$ cat src/rtl/pulse_swallow_divider.sv
module pulse_swallow_divider #(
  parameter int AW      = 7,
  parameter int NW      = 11,
  parameter int M_SMALL = 64,
  parameter int M_LARGE = 128,
  parameter int N_MIN   = 3,
  parameter int RST_N   = 3,
  parameter int RST_A   = 0
) (
  input  logic          clk,
  input  logic          rst_n,
  input  logic          mod_sel,
  input  logic [AW-1:0] swallow_a,
  input  logic [NW-1:0] prog_n,
  output logic          fp_pulse,
  output logic          cfg_err
);
  localparam int PW = $clog2(M_LARGE + 1);

  logic [AW-1:0] act_a, sw_cnt, sw_next, nxt_a;
  logic [NW-1:0] act_n, n_cnt, nxt_n;
  logic          act_sel, nxt_sel, load, pre_wrap;
  logic [PW-1:0] pre_cnt, pre_base, nxt_base;

  assign cfg_err  = (prog_n < NW'(N_MIN)) || (NW'(swallow_a) >= prog_n);
  assign nxt_a    = cfg_err ? act_a   : swallow_a;
  assign nxt_n    = cfg_err ? act_n   : prog_n;
  assign nxt_sel  = cfg_err ? act_sel : mod_sel;

  assign pre_wrap = (pre_cnt == '0);
  assign load     = (n_cnt == '0) || (pre_wrap && (n_cnt == NW'(1)));
  assign pre_base = act_sel ? PW'(M_SMALL - 1) : PW'(M_LARGE - 1);
  assign nxt_base = nxt_sel ? PW'(M_SMALL - 1) : PW'(M_LARGE - 1);
  assign sw_next  = (sw_cnt != '0) ? sw_cnt - AW'(1) : '0;

  always_ff @(posedge clk or negedge rst_n) begin
    if (!rst_n) begin
      act_a    <= AW'(RST_A);
      act_n    <= NW'(RST_N);
      act_sel  <= 1'b1;
      n_cnt    <= '0;
      sw_cnt   <= '0;
      pre_cnt  <= '0;
      fp_pulse <= 1'b0;
    end else begin
      fp_pulse <= load && (n_cnt != '0);
      if (load) begin
        act_a   <= nxt_a;
        act_n   <= nxt_n;
        act_sel <= nxt_sel;
        n_cnt   <= nxt_n;
        sw_cnt  <= nxt_a;
        pre_cnt <= nxt_base + PW'(nxt_a != '0);
      end else if (pre_wrap) begin
        n_cnt   <= n_cnt - NW'(1);
        sw_cnt  <= sw_next;
        pre_cnt <= pre_base + PW'(sw_next != '0);
      end else begin
        pre_cnt <= pre_cnt - PW'(1);
      end
    end
  end
endmodule


$ cat config.mk
export PLATFORM = sky130hd
export DESIGN_NAME = pulse_swallow_divider
export DESIGN_NICKNAME = d
export VERILOG_FILES = /design/src/rtl/pulse_swallow_divider.sv
export SDC_FILE = /design/constraint.sdc
export NUM_CORES = 1
export LEC_CHECK = 0
export ABC_AREA = 0
export BUFFER_PORTS_ARGS = -buffer_cell sky130_fd_sc_hd__buf_4
export CAP_MARGIN = 20
export CORE_MARGIN = 2
export CORE_UTILIZATION = 31
export CTS_BUF_LIST = sky130_fd_sc_hd__clkbuf_2 sky130_fd_sc_hd__clkbuf_4 sky130_fd_sc_hd__clkbuf_8
export DETAILED_ROUTE_END_ITERATION = 7
export PLACE_DENSITY = 0.48
export SKIP_LAST_GASP = 1
export SLEW_MARGIN = 20
export SYNTH_ARGS = -nofsm -noshare
export SYNTH_HDL_FRONTEND = slang
export SYNTH_SLANG_ARGS = --single-unit
$ cat constraint.sdc
create_clock -name clk -period 2.7 [get_ports clk]
set_clock_uncertainty 0.15 [all_clocks]
set_input_delay 0.27 -clock clk [delete_from_list [all_inputs] [get_ports clk]]
set_output_delay 0.27 -clock clk [all_outputs]
set_load 0.01 [all_outputs]
==> impl_metrics.py <==
metrics = {
    "status": {
        "outcome": "finished, final reports clean",
    },
    "detailed_routing": {
        "firstDrtPassIters": 4,
        "wl_per_cell_um": 16.6,
        "drt_iter0_markers": 128,
        "drc": 0,
        "drt_wl_total_um": 7420,
        "final_antenna_net_count": 0,
        "drt-vias-per-instance": 5.36,
        "num_vias": 2402,
    },
    "timing": {
        "rsz0062_at_grt": "no",
        "setup_viol": 0,
        "final_hold_viol_count": 0,
        "final.setup.tns_ns": 0,
        "maxSlewHeadroom_pct": 59.1,
        "slew_viol_final": 0,
        "clock.fmax_mhz": 406,
        "min_period_ns": 2.46,
        "tightest_slew_ns": 0.614,
        "fin_crit_sh_pct": 91.1,
        "holdWs_ns": 0.0565,
    },
    "yosys": {
        "synth_top_family_by_area": "compound AO/OA/AOI/OAI gates",
        "netlist_area_um2": 2820,
        "yosys.area.top_type": "dfrtp_1",
        "avgSynthCellArea_um2": 9.29,
        "synth_edf_count": 0,
        "synthArstFlopShare_pct": 100,
        "synth_compound_area_share_pct": 20.1,
        "syn-num-nets": 339,
        "synth_fa_ha_area_share_pct": 6.21,
        "synthMuxAreaShare_pct": 7.93,
        "synth.top_cell.area_share_pct": 38.1,
        "ys_types": 53,
        "synth_simple_gate_area_share_pct": 19.5,
        "seq_area_frac_synth_pct": 40.9,
        "synth_area_leaders": "dfrtp_1 38%, ha_1 6.2%, o21ai_0 4.6%",
        "synth_ff_type": "dfrtp_1",
        "ys_seq_elements": 46,
        "syn_inst": 304,
        "yosys_warnings": 0,
        "synth-xor-area-share_pct": 0.931,
    },
    "cells_and_area": {
        "post-route-util_pct": 37.6,
        "num_antenna_cells": 0,
        "regArea_um2": 1150,
        "multi_input_area_um2": 1540,
        "nets": 374,
        "fillCellCount": 918,
        "stdcell_count": 448,
        "area_growth_pct": 16.8,
        "drive_gt1_share_pct": 20.3,
    },
    "setup_path": {
        "worstSetupPathType": "flop to flop",
        "crit_chain": "inv_1 -> ha_1 -> nor3b_1 -> buf_4 -> and2_0 -> nand2_1 -> nor3_2 -> nor2_1 -> nand2_1",
        "r2r_setup_slack_ns": 0.24,
        "cpPeakStageDelay_ns": 0.42,
        "r2r_start": "pre_cnt[0]$_DFF_PN0_",
        "worstPathRequired_ns": 2.79,
        "start_kind": "flop",
        "worstSetupStartpoint": "pre_cnt[0]$_DFF_PN0_",
        "crit_top_cell": "nand2_1",
        "crit_end": "pre_cnt[1]$_DFF_PN0_",
        "crit_arrival_ns": 2.55,
        "rr_worst_depth": 9,
        "crit_fanout": 6,
        "reg2reg_to": "pre_cnt[1]$_DFF_PN0_",
        "end_kind": "flop",
        "cpMaxStageDelayCell": "dfrtp_1",
    },
    "power_and_ir_drop": {
        "combPwrFrac_pct": 7.3,
        "switching_share_pct": 23.7,
        "p_int_mw": 1.02,
        "seq_power_share_pct": 51.9,
        "ir_drop_v": 0.000187,
        "power_switching_uw": 315,
        "power_frac_clock_pct": 40.8,
        "p_leak_nw": 1.40,
        "power.density_nw_per_um2": 404,
    },
    "floorplanning": {
        "die_area_um2": 9880,
        "fp.coreArea_um2": 8760,
        "num_rows": 34,
        "pin_count": 23,
        "die_h_um": 99.4,
        "initial_utilization_pct": 32.2,
        "dieWidth_um": 99.4,
    },
    "cts": {
        "htreeDepth": 2,
        "cts_max_path_buffers": 2,
        "clockRootBuffer": "clkbuf_8",
        "numClockSinks": 46,
        "numCtsBuffers": 5,
        "tritoncts": "built",
        "ctsResizeCount": 0,
        "path_clk_slew_ns": 0.09,
        "clock_latency_ns": 0.31,
        "post_cts_buffers": 0,
    },
    "place": {
        "place_inst": 439,
        "dp_hpwl_um": 5650,
        "io_buffers": 22,
        "gp_congestion": 0.837,
    },
    "global_routing": {
        "antenna_found_initial": 0,
        "grt_max_degree": 47,
        "grt_pass1_wl_um": 12600,
        "overflow": 0,
        "grt_pass1_vias": 2441,
        "grt.total_usage_pct": 16.1,
    },
    "run": {
        "drv_cap": 0,
    },
    "hold_path": {
        "hp-class": "input port to flop",
    },
}
-- power by group through the flow --
stage	clock network (mW)	logic, mW	registers, mW
6_report	0.544	0.0976	0.691
5_1_grt	0.580	0.111	0.691
4_1_cts	0.561	0.100	0.691
3_5_place_dp	0	0.0984	0.705
3_3_place_gp	0	0.0988	0.705
2_1_floorplan	0	0.0374	0.704
-- layout make-up --
class | instances | area share, %
tap | 108 | 4.10
clock buffer | 6 | 2.32
timing repair buffer | 38 | 8.73
multi-input combinational | 232 | 46.8
clock inverter | 2 | 1.14
sequential | 46 | 35.0
inverter | 16 | 1.82
-- registers in the layout (all words and copies together), names as in the netlist --
| register | flops |
|---|---|
| fp_pulse | 1 |
| act_sel | 1 |
| n_cnt | 11 |
| sw_cnt | 7 |
| act_n | 11 |
| act_a | 7 |
| pre_cnt | 8 |
-- what timing repair did --
item | 4_1_cts | 5_1_grt
hold buffers | 1 | 0
endpoints found under the setup margin | 0 | 3
hold endpoints to repair | 43 | 0
-- synthesized netlist by cell type (all sizes together), types with 4 or more instances --
master  instances
buf             7
nand2          34
a21oi          26
nor4           10
mux2            8
nor3           15
a22o            4
o21ai          34
nand3           6
a32oi           4
ha             14
nor2           15
mux2i          13
dfrtp          43
o22ai           9
inv            16
-- logic make-up after synthesis --
| logic type | after synthesis |
|---|---|
| and+or+nand+nor | 101 |
| AOI/OAI and AO/OA | 93 |
| DFF | 46 |
| buffers and inverters | 26 |
| muxes | 21 |
| adders and majority gates | 14 |
| xor gates and xnor gates | 3 |
-- through the flow --
stage	setup WS, ns	total power [mW]	cell area [um^2]
6_report	0.240	1.33	3300
5_1_grt	0.00727	1.38	3300
4_1_cts	0.219	1.35	3300
3_5_place_dp	0.160	0.803	3170
3_3_place_gp	0.171	0.803	3170
2_1_floorplan	0.169	0.742	2820
-- cell usage in the layout (no fill, tap or decap), types with 12 or more instances in the layout --
master / Yosys / routed
dfrtp_1: 43 / 43
buf_4: 2 / 37
nand2_1: 33 / 33
o21ai_0: 26 / 26
a21oi_1: 25 / 25
inv_1: 15 / 15
nor3_1: 14 / 14
ha_1: 14 / 14
nor2_1: 13 / 13
mux2i_1: 12 / 12
-- worst min-delay path by stage --
| stage | from | end | slack, ns | cells after the start |
|---|---|---|---|---|
| 2_1_floorplan | rst_n | act_a[0]$_DFFE_PN0P_ | -0.18 | 0 |
| 3_3_place_gp | rst_n | pre_cnt[2]$_DFF_PN0_ | 0.18 | 1 |
| 3_5_place_dp | rst_n | pre_cnt[0]$_DFF_PN0_ | 0.18 | 1 |
| 4_1_cts | prog_n[8] | act_n[8]$_DFFE_PN0P_ | 0.05 | 2 |
| 5_1_grt | prog_n[9] | act_n[9]$_DFFE_PN0P_ | 0.05 | 2 |
| 6_report | prog_n[9] | act_n[9]$_DFFE_PN0P_ | 0.06 | 2 |
-- layer usage --
| metal | vias up | track usage, % | wire length (um) |
|---|---|---|---|
| li1 | 1191 | - | - |
| met1 | 1157 | 22.0 | 3630 |
| met2 | 42 | 25.8 | 3380 |
| met3 | 12 | 3.30 | 294 |
| met4 | 0 | 4.74 | 109 |
| met5 | - | 0 | 0 |
-- critical path, delay by kind of cell, from the launching register on --
family | cells | cell delay (ns)
adders and majority gates | 1 | 0.22
buffers and inverters | 2 | 0.32
DFF | 1 | 0.42
and+or+nand+nor | 6 | 1.29
Note: power is estimated with default switching activity, not from simulation.
